--- config.mk ---
export PLATFORM = sky130hd
export DESIGN_NAME = edo_seq
export DESIGN_NICKNAME = d
export VERILOG_FILES = /design/src/rtl/edo_seq.sv
export SDC_FILE = /design/constraint.sdc
export NUM_CORES = 1
export LEC_CHECK = 0
export ABC_CLOCK_PERIOD_IN_PS = 2500
export BUFFER_PORTS_ARGS = -buffer_cell sky130_fd_sc_hd__buf_2
export CORE_MARGIN = 1
export CORE_UTILIZATION = 41
export DETAILED_ROUTE_END_ITERATION = 8
export GPL_TIMING_DRIVEN = 0
export PLACE_DENSITY_LB_ADDON = 0.12
export SYNTH_ARGS = -nofsm -noshare
export SYNTH_HDL_FRONTEND = slang
export SYNTH_SLANG_ARGS = --single-unit
export TNS_END_PERCENT = 50
--- constraint.sdc ---
create_clock -name clk -period 2.5 [get_ports clk]
set_input_delay 0.5 -clock clk [delete_from_list [all_inputs] [get_ports clk]]
set_output_delay 0.5 -clock clk [all_outputs]
set_load 0.05 [all_outputs]
--- src/rtl/edo_seq.sv ---
module edo_seq #(
  parameter int AW        = 10,
  parameter int DW        = 4,
  parameter int T_RCD     = 2,
  parameter int T_RAS     = 6,
  parameter int T_RP      = 4,
  parameter int T_RC      = 11,
  parameter int T_CAS     = 1,
  parameter int T_CP      = 1,
  parameter int T_CAC     = 2,
  parameter int T_RAC     = 6,
  parameter int T_OEZ     = 2,
  parameter int T_RAS_MAX = 10000,
  parameter int T_GUARD   = 8
) (
  input  logic          clk,
  input  logic          rst_n,
  input  logic          req_valid,
  output logic          req_ready,
  input  logic [2*AW-1:0] req_addr,
  input  logic          req_write,
  input  logic [DW-1:0] req_wdata,
  output logic          rd_valid,
  output logic [DW-1:0] rd_data,
  input  logic          ref_req,
  output logic          ref_grant,
  output logic [AW-1:0] dram_addr,
  output logic          dram_ras_n,
  output logic          dram_cas_n,
  output logic          dram_we_n,
  output logic          dram_oe_n,
  output logic [DW-1:0] dram_dq_out,
  output logic          dram_dq_oe,
  input  logic [DW-1:0] dram_dq_in
);

  localparam int CW = $clog2(T_RAS_MAX + T_RC + 2) + 1;
  localparam int SW = $clog2(T_RP + T_RC + T_CAC + T_CAS + T_CP + T_OEZ + 2) + 1;
  localparam logic [CW-1:0] CMAX  = '1;
  localparam logic [SW-1:0] SMAX  = '1;
  localparam logic [CW-1:0] LIMIT = CW'(T_RAS_MAX - T_GUARD);

  typedef enum logic [2:0] {S_IDLE, S_ROW, S_OPEN, S_SETUP, S_CASLO, S_PRE} st_t;

  st_t            st;
  logic [SW-1:0]  st_cnt;
  logic [CW-1:0]  cyc_cnt;
  logic [AW-1:0]  open_row;
  logic           cur_wr;

  wire [AW-1:0] req_row  = req_addr[2*AW-1:AW];
  wire          row_hit  = req_row == open_row;
  wire          in_open  = st == S_OPEN;
  wire          at_limit = cyc_cnt >= LIMIT;
  wire          blocked  = ref_req || at_limit;
  wire          want_hit = req_valid && row_hit && !blocked;
  wire          cas_rest = st_cnt >= SW'(T_CP);

  wire do_close  = in_open && cas_rest && cyc_cnt >= CW'(T_RAS) &&
                   (blocked || (req_valid && !row_hit));
  wire need_turn = in_open && want_hit && req_write && !dram_oe_n;
  wire cas_done  = st_cnt >= SW'(T_CAS) &&
                   (cur_wr || (st_cnt >= SW'(T_CAC) && cyc_cnt >= CW'(T_RAC)));

  assign req_ready = in_open && want_hit && cas_rest && cyc_cnt >= CW'(T_RCD) &&
                     (!req_write || (dram_oe_n && st_cnt >= SW'(T_OEZ)));

  always_ff @(posedge clk) begin
    if (!rst_n) begin
      st          <= S_IDLE;
      st_cnt      <= SMAX;
      cyc_cnt     <= CMAX;
      open_row    <= '0;
      cur_wr      <= 1'b0;
      rd_valid    <= 1'b0;
      rd_data     <= '0;
      ref_grant   <= 1'b0;
      dram_addr   <= '0;
      dram_ras_n  <= 1'b1;
      dram_cas_n  <= 1'b1;
      dram_we_n   <= 1'b1;
      dram_oe_n   <= 1'b1;
      dram_dq_out <= '0;
      dram_dq_oe  <= 1'b0;
    end else begin
      rd_valid  <= 1'b0;
      ref_grant <= (st == S_IDLE) && ref_req;
      if (cyc_cnt != CMAX) cyc_cnt <= cyc_cnt + 1'b1;
      if (st_cnt != SMAX) st_cnt <= st_cnt + 1'b1;
      case (st)
        S_IDLE: begin
          if (!ref_req && req_valid) begin
            dram_addr <= req_row;
            open_row  <= req_row;
            st        <= S_ROW;
          end
        end
        S_ROW: begin
          if (ref_req) begin
            st <= S_IDLE;
          end else if (cyc_cnt >= CW'(T_RC)) begin
            dram_ras_n <= 1'b0;
            cyc_cnt    <= CW'(1);
            st_cnt     <= SMAX;
            st         <= S_OPEN;
          end
        end
        S_OPEN: begin
          if (do_close) begin
            dram_ras_n <= 1'b1;
            dram_oe_n  <= 1'b1;
            st_cnt     <= SW'(1);
            st         <= S_PRE;
          end else if (req_ready) begin
            dram_addr   <= req_addr[AW-1:0];
            dram_we_n   <= !req_write;
            dram_oe_n   <= req_write;
            dram_dq_oe  <= req_write;
            dram_dq_out <= req_wdata;
            cur_wr      <= req_write;
            st          <= S_SETUP;
          end else if (need_turn) begin
            dram_oe_n <= 1'b1;
            st_cnt    <= SW'(1);
          end
        end
        S_SETUP: begin
          dram_cas_n <= 1'b0;
          st_cnt     <= SW'(1);
          st         <= S_CASLO;
        end
        S_CASLO: begin
          if (cas_done) begin
            dram_cas_n <= 1'b1;
            dram_we_n  <= 1'b1;
            dram_dq_oe <= 1'b0;
            if (!cur_wr) begin
              rd_valid <= 1'b1;
              rd_data  <= dram_dq_in;
            end
            st_cnt <= SW'(1);
            st     <= S_OPEN;
          end
        end
        S_PRE: begin
          if (st_cnt >= SW'(T_RP)) st <= S_IDLE;
        end
        default: st <= S_IDLE;
      endcase
    end
  end

  p_no_contend_r8: assert property (@(posedge clk) disable iff (!rst_n)
    !(dram_dq_oe && !dram_oe_n && !dram_ras_n));

  p_turnaround_r8: assert property (@(posedge clk) disable iff (!rst_n)
    $rose(dram_dq_oe) |-> $past(dram_oe_n));

  p_cas_in_row_r7: assert property (@(posedge clk) disable iff (!rst_n)
    !dram_cas_n |-> !dram_ras_n);

  p_rcd_r7: assert property (@(posedge clk) disable iff (!rst_n)
    $fell(dram_cas_n) |-> cyc_cnt > CW'(T_RCD));

  p_early_we_r3: assert property (@(posedge clk) disable iff (!rst_n)
    $fell(dram_cas_n) |-> $past(dram_we_n) == dram_we_n);

  p_write_quiet_r3: assert property (@(posedge clk) disable iff (!rst_n)
    !dram_we_n |-> dram_oe_n && dram_dq_oe);

  p_ras_min_r6: assert property (@(posedge clk) disable iff (!rst_n)
    $rose(dram_ras_n) |-> $past(cyc_cnt) >= CW'(T_RAS));

  p_ras_max_r10: assert property (@(posedge clk) disable iff (!rst_n)
    !dram_ras_n |-> cyc_cnt <= CW'(T_RAS_MAX));

  p_grant_idle_r9: assert property (@(posedge clk) disable iff (!rst_n)
    ref_grant |-> dram_ras_n && dram_cas_n && !req_ready);

  p_rd_pulse_r4: assert property (@(posedge clk) disable iff (!rst_n)
    rd_valid |=> !rd_valid);

endmodule

# Word-level counts from Yosys, hierarchy flattened

Index checks and enable logic that the tools add are counted.
W data, S select, Z words.

Input bits: 33
Output and inout bits: 26
Word-level logic and storage cells: 127
Bits in registers: 60

$lt $le $gt $ge: 7
Reduce and logical (&&, ||, !) cells: 42
Add/subtract/negate cells: 2
Mux-type cells: 41
Eq/ne operators: 18
Bitwise logic cells: 2

Operator list:

| operator                | count |
|---|---|
| $mux W15                | 4 |
| $mux W6                 | 7 |
| $mux W10                | 3 |
| $pmux W6 S4             | 1 |
| $mux W3                 | 7 |
| $pmux W10 S2            | 1 |
| $pmux W3 S6             | 1 |
| $logic_and A1 B1 Y1     | 17 |
| $add A15 B1 Y15 const B | 1 |
| $ge A15 B14 Y1 const B  | 1 |
| $ge A15 B2 Y1 const B   | 1 |
| $ge A15 B3 Y1 const B   | 1 |
| $ge A15 B4 Y1 const B   | 1 |
| $ne A15 B15 Y1 const B  | 1 |
| $mux W1                 | 13 |
| $ne A2 B2 Y1 const B    | 6 |
| $reduce_and A4 Y1       | 3 |
| $eq A10 B10 Y1          | 1 |
| $reduce_and A3 Y1       | 3 |
| $pmux W1 S2             | 4 |
| $reduce_bool A2 Y1      | 4 |
| $add A6 B1 Y6 const B   | 1 |
| $eq A3 B2 Y1 const B    | 2 |
| $eq A3 B3 Y1 const B    | 2 |
| 15 further kinds        | 26 |

# Longest topological paths before layout

Gate-level depths: netlist of run 1.

Depth in word-level cells: 11
Gate-level depth with buffers: 11
Gate-level depth less buffers: 8

# Least setup slack after synthesis of run 1

No wires, ideal clock.

Kind: reg2out
Start point: register cyc_cnt[3]
End point: output port req_ready
Arrival: 2.434 ns
Cell stages (with the launch flop): 7
Path buffers: 1
Data required time: 2.000 ns
Setup slack: -0.434 ns
Cells stage by stage: dfxtp_1 > clkbuf_1 > nor4_1 > o311ai_0 > a21oi_1 > nand2_1 > a211oi_1

Cells in the longest elaborated chain, start to end: 8
Elaborated cells on any way between the ends: 9
Classes of those cells: order compare: 2; reduce/logical: 7

RTL lines:

| element                              | line | source |
|---|---|---|
| start, declared                      | 47   | `logic [CW-1:0] cyc_cnt;` |
| start signal, assigned               | 88   | `if (cyc_cnt != CMAX) cyc_cnt <= cyc_cnt + 1'b1;` |
| $ge A15 B14 Y1                       | 54   | `wire at_limit = cyc_cnt >= LIMIT;` |
| $logic_or A1 B1 Y1                   | 55   | `wire blocked = ref_req \|\| at_limit;` |
| $logic_not A1 Y1                     | 56   | `wire want_hit = req_valid && row_hit && !blocked;` |
| $logic_and A1 B1 Y1                  | 56   |  |
| $logic_and A1 B1 Y1 (2 in a row)     | 65   | `assign req_ready = in_open && want_hit && cas_rest && cyc_cnt >= CW'(T_RCD) &&` |
| $logic_and A1 B1 Y1 (*) (2 in a row) | 65   |  |
| end, declared                        | 19   | `output logic req_ready,` |

Mark *: on every way between the ends. The rest lies on a longest branch, timed or not.

# Final worst setup path of run 1

Start point: register st_cnt[4]
End point: output port req_ready

Cells in the longest elaborated chain, start to end: 4
Elaborated cells on any way between the ends: 7
Classes of those cells: order compare: 2; reduce/logical: 5

RTL lines:

| element                                                   | line   | source |
|---|---|---|
| start, declared                                           | 46     | `logic [SW-1:0] st_cnt;` |
| start signal, assigned                                    | 89     | `if (st_cnt != SMAX) st_cnt <= st_cnt + 1'b1;` |
| $ge A6 B1 Y1 or $ge A6 B2 Y1 (tied branches)              | 57, 66 |  |
| $logic_and A1 B1 Y1 (on tied branches)                    | 65, 66 |  |
| $logic_and A1 B1 Y1 or $logic_or A1 B1 Y1 (tied branches) | 65, 66 |  |
| $logic_and A1 B1 Y1 (*)                                   | 65     |  |

Marked as above.

==> results of run 1 <==
==> where the power goes <==
group	switching [mW]	leakage (nW)	internal, mW
clock	0.414	0.0910	0.454
sequential	0.310	0.491	1.18
combinational	0.771	0.991	0.539
==> cells by family after synthesis <==
| kind of cell | synth area share (%) |
|---|---|
| mux | 5.86 |
| fa+ha+maj | 2.44 |
| buf+inv | 4.35 |
| simple gates | 22.7 |
| flops | 39.1 |
| xor+xnor | 6.84 |
| compound gates | 18.8 |
==> path summary, 6_finish.rpt <==
path         slack (ns)  cells past startpoint         start              to
min reg2reg        0.47                      2   open_row[2]     open_row[2]
min                0.39                      3  req_wdata[2]  dram_dq_out[2]
max reg2reg        0.04                      7     st_cnt[4]       dram_we_n
max              -0.002                      5     st_cnt[4]       req_ready
==> state kept, by name, summed over array words and instances, names as in the netlist, 3 cells and up <==
name / flops
rd_data: 4
cyc_cnt: 15
open_row: 10
st: 3
dram_addr: 10
st_cnt: 6
dram_dq_out: 4
==> cells in the mapped netlist, types with 2 or more instances <==
master     instances  area (um2)
a211oi_1           2        15.0
a21oi_1           22         110
a31oi_1           17         106
and2_1             2        12.5
and3_1             7        43.8
buf_2              2        10.0
buf_6              2        22.5
clkbuf_1          17        63.8
dfxtp_1           60        1200
ha_1               6        75.1
inv_1              9        33.8
mux2i_1           18         180
nand2_1           39         146
nand2b_1           5        31.3
nand3_1           13        65.1
nand3b_1           4        30.0
nand4_1           11        68.8
nor2_1            24        90.1
nor3_1             3        15.0
nor4_1             8        50.1
nor4b_1            2        17.5
o2111ai_1          2        17.5
o211ai_1           4        30.0
o21ai_0           16        80.1
o31ai_1           12        90.1
or2_2              3        18.8
or3_1              6        37.5
xnor2_1           17         149
xor2_1             7        61.3
==> per-layer routing <==
layer / up-vias / part of all wire, % / track usage (%)
met1: 1330 / 46 / 30.5
met5: - / 0 / 0
met2: 90 / 47 / 34.4
met3: 10 / 5.2 / 5.50
li1: 1460 / - / -
met4: 0 / 1.2 / 6.89
==> worst max-delay path: cells and delay by family (launching register included) <==
family,cells,cell delay (ns)
AND/OR/NAND/NOR,2,0.94
flip-flops,1,0.36
buffers and inverters,1,0.17
AO/OA/AOI/OAI,2,0.18
==> cell type report <==
type	instances	area (um2)	area share, %
flip-flops and latches	60	1220	31.6
clock inverters	7	67.6	1.75
inverters	10	37.5	0.974
plain buffers	16	73.8	1.92
repair buffers	65	349	9.06
well taps	99	124	3.22
clock buffers	9	124	3.22
multi-input cells	270	1860	48.3
==> per-stage QoR <==
step / std cells / TNS [ns]
after global placement: 518 / -2.52
after global routing: 536 / -0.0940
after floorplan: 361 / 0
after detailed placement: 518 / -2.79
after CTS: 534 / -0.0382
final: 536 / -0.00164
==> repair_timing <==
| item | CTS | global route |
|---|---|---|
| pin swaps | 5 | 5 |
| setup endpoints to repair | 18 | 30 |
| buffers inserted | 3 | 4 |
| gates resized for setup | 18 | 20 |
==> impl_metrics.ini, run 1 <==
[clocking]
cts_buffer_depth = 2
holdBufCountCts = 0
h-tree-depth = 3
cts_tree = built
clk_pin_slew_worst_paths_ns = 0.07
cts_sinks = 60
root_buffer = clkbuf_8
clkLatencyLatePin_ns = 0.34
cts_made_buffers = 9

[setup_path]
slowest_delay_ns = 0.56
slowest_stage = or4_4
worstPathCellList = or4_4 -> or3_4 -> o41ai_4 -> a211oi_2 -> buf_6
required_ns = 2.00
startpoint_type = flop
critPathMaxFanout = 5
cp-end-kind = primary output
worstSetupPathType = reg2out
arrival_ns = 2.00

[timing]
grt_setup_unrepaired = yes
maxSlewViolCount = 0
fin_crit_sh_pct = 100
finalHoldViolCount = 0
fin_skew_ns = 0.00721
fmax_mhz = 400
whs_ns = 0.385
slew-limit-headroom_pct = 51.2
setup_ws_ns = -0.00164
worstMarginPinSlew_ns = 0.732
min_period_ns = 2.50
setup_viol = 1

[cells_and_area]
area_growth_pct = 25.3
stdcell_area_mm2 = 0.00385
most-common-layout-cells = buf_2, dfxtp_1, nand2_1
antenna_cells = 0
layout_commonest_cell = buf_2
fin_nets = 471
postLayoutCoreUtil_pct = 53.1
fill_cells = 719
drive_gt1_share_pct = 27.5

[grt]
grt_pass1_wl_um = 13000
grt_max_degree = 12
antenna_found_initial = 0
overflow = 0
grt_pass1_vias = 2603
grt_usage_pct = 22.2

[logic_synthesis]
ys_warn_count = 0
synth.distinct_cells = 50
syn_area_mm2 = 0.00307
syn_avg_cell_area_um2 = 8.52
ys.flop_type = dfxtp_1
async_flop_share_pct = 0
synthCells = 361
synth-seq-cells = 60
synth-edff-count = 0
ys_seq_area_share_pct = 39.1
syn_nets = 400

[routing]
drtAntennaViolNets = 0
vias_per_cell = 5.39
wl_per_cell_um = 15.3
num_vias = 2890
drtIter0Drc = 169
dr.pass1.iters = 5
drc = 0
routed_wl_um = 8220

[run_status]
violations = setup timing
outcome = complete, but fails checks

[floorplan]
start_util_pct = 42.4
core_mm2 = 0.00725
die-area_mm2 = 0.00785
rows = 31
die_h_um = 88.6
die_w_um = 88.6
num_io_pins = 59

[pwr]
power_mw = 3.66
p_leak_nw = 1.57
ir_drop_mv = 0.361
p_per_area_mw_per_mm2 = 951

[place]
post-place-ws_ns = -0.190
dp_hpwl_um = 5820
placed_area_mm2 = 0.00349
gp_congestion = 0.835
port_buffers = 58

[worst_hold_path]
holdCritPathClass = in2reg

[run]
maxCapViolCount = 0
(Power assumes the default switching activity.)
==> inputs of run 2 (changes only) <==
Settings changed: CORE_MARGIN 1 to 3.
==> impl_metrics.ini, run 2 (same netlist as run 1, synthesis figures left out) <==
[routing]
num_vias = 2948
dr.pass1.iters = 5
routed_wl_um = 8120
drtAntennaViolNets = 0
vias_per_cell = 5.53
drc = 0
drtIter0Drc = 138
wl_per_cell_um = 15.2

[timing]
min_period_ns = 2.49
finalHoldViolCount = 0
fmax_mhz = 401
fin_skew_ns = 0.00730
slew-limit-headroom_pct = 49.0
grt_setup_unrepaired = yes
setup_viol = 0
fin_crit_sh_pct = 99.6
tns_ns = 0
whs_ns = 0.396
maxSlewViolCount = 0
worstMarginPinSlew_ns = 0.766

[clocking]
cts_sinks = 60
clk_pin_slew_worst_paths_ns = 0.07
root_buffer = clkbuf_8
h-tree-depth = 3
cts_made_buffers = 9
clkLatencyLatePin_ns = 0.33
cts_buffer_depth = 2
cts_tree = built
holdBufCountCts = 0

[grt]
grt_max_degree = 12
overflow = 0
grt_pass1_vias = 2742
grt_usage_pct = 19.5
grt_pass1_wl_um = 13300
antenna_found_initial = 0

[setup_path]
arrival_ns = 1.99
cp_num_buf_inv = 1
required_ns = 2.00
worstSetupPathType = reg2out
critPathLaunch = st_cnt[4]
cp_num_cells = 5
slowest_delay_ns = 0.55
timing.rr.end = dram_we_n
rr_worst_depth = 7
worstSetupEndpoint = req_ready
r2r_start = st_cnt[4]
slowest_stage = or4_4
critPathMaxFanout = 5
r2r_slack_ns = 0.07
crit_family = simple AND/OR/NAND/NOR gates
worstPathCellList = or4_4 -> or3_4 -> o41ai_4 -> a211oi_2 -> buf_6
cp-end-kind = primary output
startpoint_type = flop

[pwr]
ir_drop_mv = 0.405
p_leak_nw = 1.60
power_mw = 3.67
p_per_area_mw_per_mm2 = 947

[floorplan]
start_util_pct = 43.8
num_io_pins = 59
rows = 30
die-area_mm2 = 0.00857
die_h_um = 92.6
core_mm2 = 0.00702
die_w_um = 92.6

[cells_and_area]
most-common-layout-cells = buf_2, dfxtp_1, nand2_1
layout_commonest_cell = buf_2
largestRegisters = cyc_cnt: 15 flops, dram_addr: 10 flops, open_row: 10 flops
largest-register = cyc_cnt
fill_cells = 683
drive_gt1_share_pct = 28.1
antenna_cells = 0
area_growth_pct = 26.2
largest_reg_flops = 15
fin_nets = 471

[run]
maxCapViolCount = 0

[worst_hold_path]
holdCritPathClass = in2reg

[place]
port_buffers = 58
gp_congestion = 0.796
dp_hpwl_um = 5790

[run_status]
outcome = finished, final reports clean
run 2: changes by cell type in the layout (fill, tap and decap cells not counted), sizes merged:
| cell | delta |
|---|---|
| clkinv | +1 |
| buf | -1 |
| inv | +1 |
| clkinvlp | -2 |
| clkbuf | +1 |
run 2: worst min-delay path by stage:
stage	end	from	cells past startpoint
2_1_floorplan	open_row[0]	open_row[0]	2
3_3_place_gp	dram_cas_n	dram_cas_n	2
3_5_place_dp	dram_ras_n	dram_ras_n	2
4_1_cts	rd_data[0]	dram_dq_in[0]	3
5_1_grt	dram_dq_out[3]	req_wdata[3]	3
6_report	rd_data[3]	dram_dq_in[3]	3
run 2: area by class of cell:
class | count | area (um2) | area share, %
tap | 96 | 120 | 3.10
multi-input combinational | 270 | 1890 | 48.6
timing repair buffer | 65 | 349 | 9.00
sequential | 60 | 1220 | 31.5
buffer | 16 | 73.8 | 1.90
inverter | 10 | 37.5 | 0.968
clock inverter | 7 | 66.3 | 1.71
clock buffer | 9 | 124 | 3.19
run 2: power breakdown:
group	switching (mW)	leakage (nW)	internal [mW]
clock network	0.398	0.0992	0.456
logic	0.783	1.01	0.546
registers	0.312	0.491	1.18
total	1.49	1.60	2.18
run 2: stage by stage:
| step | cell area, um2 | std cells | setup slack (ns) | utilization [%] |
|---|---|---|---|---|
| global route | 3880 | 533 | -0.0323 | 55.3 |
| CTS | 3750 | 530 | -0.0330 | 53.5 |
| detailed placement | 3490 | 515 | -0.169 | 49.7 |
| finish | 3880 | 533 | 0.00886 | 55.3 |
| floorplan | 3080 | 361 | 0.0411 | - |
| global placement | 3490 | 515 | -0.130 | 49.7 |
run 2: routing by layer:
metal | up-vias | wire [um] | track usage [%]
met2 | 89 | 3830 | 30.9
met5 | - | 0 | 0
li1 | 1467 | - | -
met1 | 1376 | 3760 | 25.2
met3 | 16 | 404 | 4.06
met4 | 0 | 120 | 9.03
run 2: tightest hold or removal path, stage by stage:
cell and delay [ns]:
buf_2 0.07, mux2i_1 0.05, nor2_1 0.07
run 2: repair_timing:
| item | in CTS | in global routing |
|---|---|---|
| hold endpoints to repair | 0 | 0 |
| setup buffers | 3 | 4 |
| resized for setup | 17 | 27 |
| setup endpoints to repair | 17 | 27 |
| pin swaps | 6 | 9 |
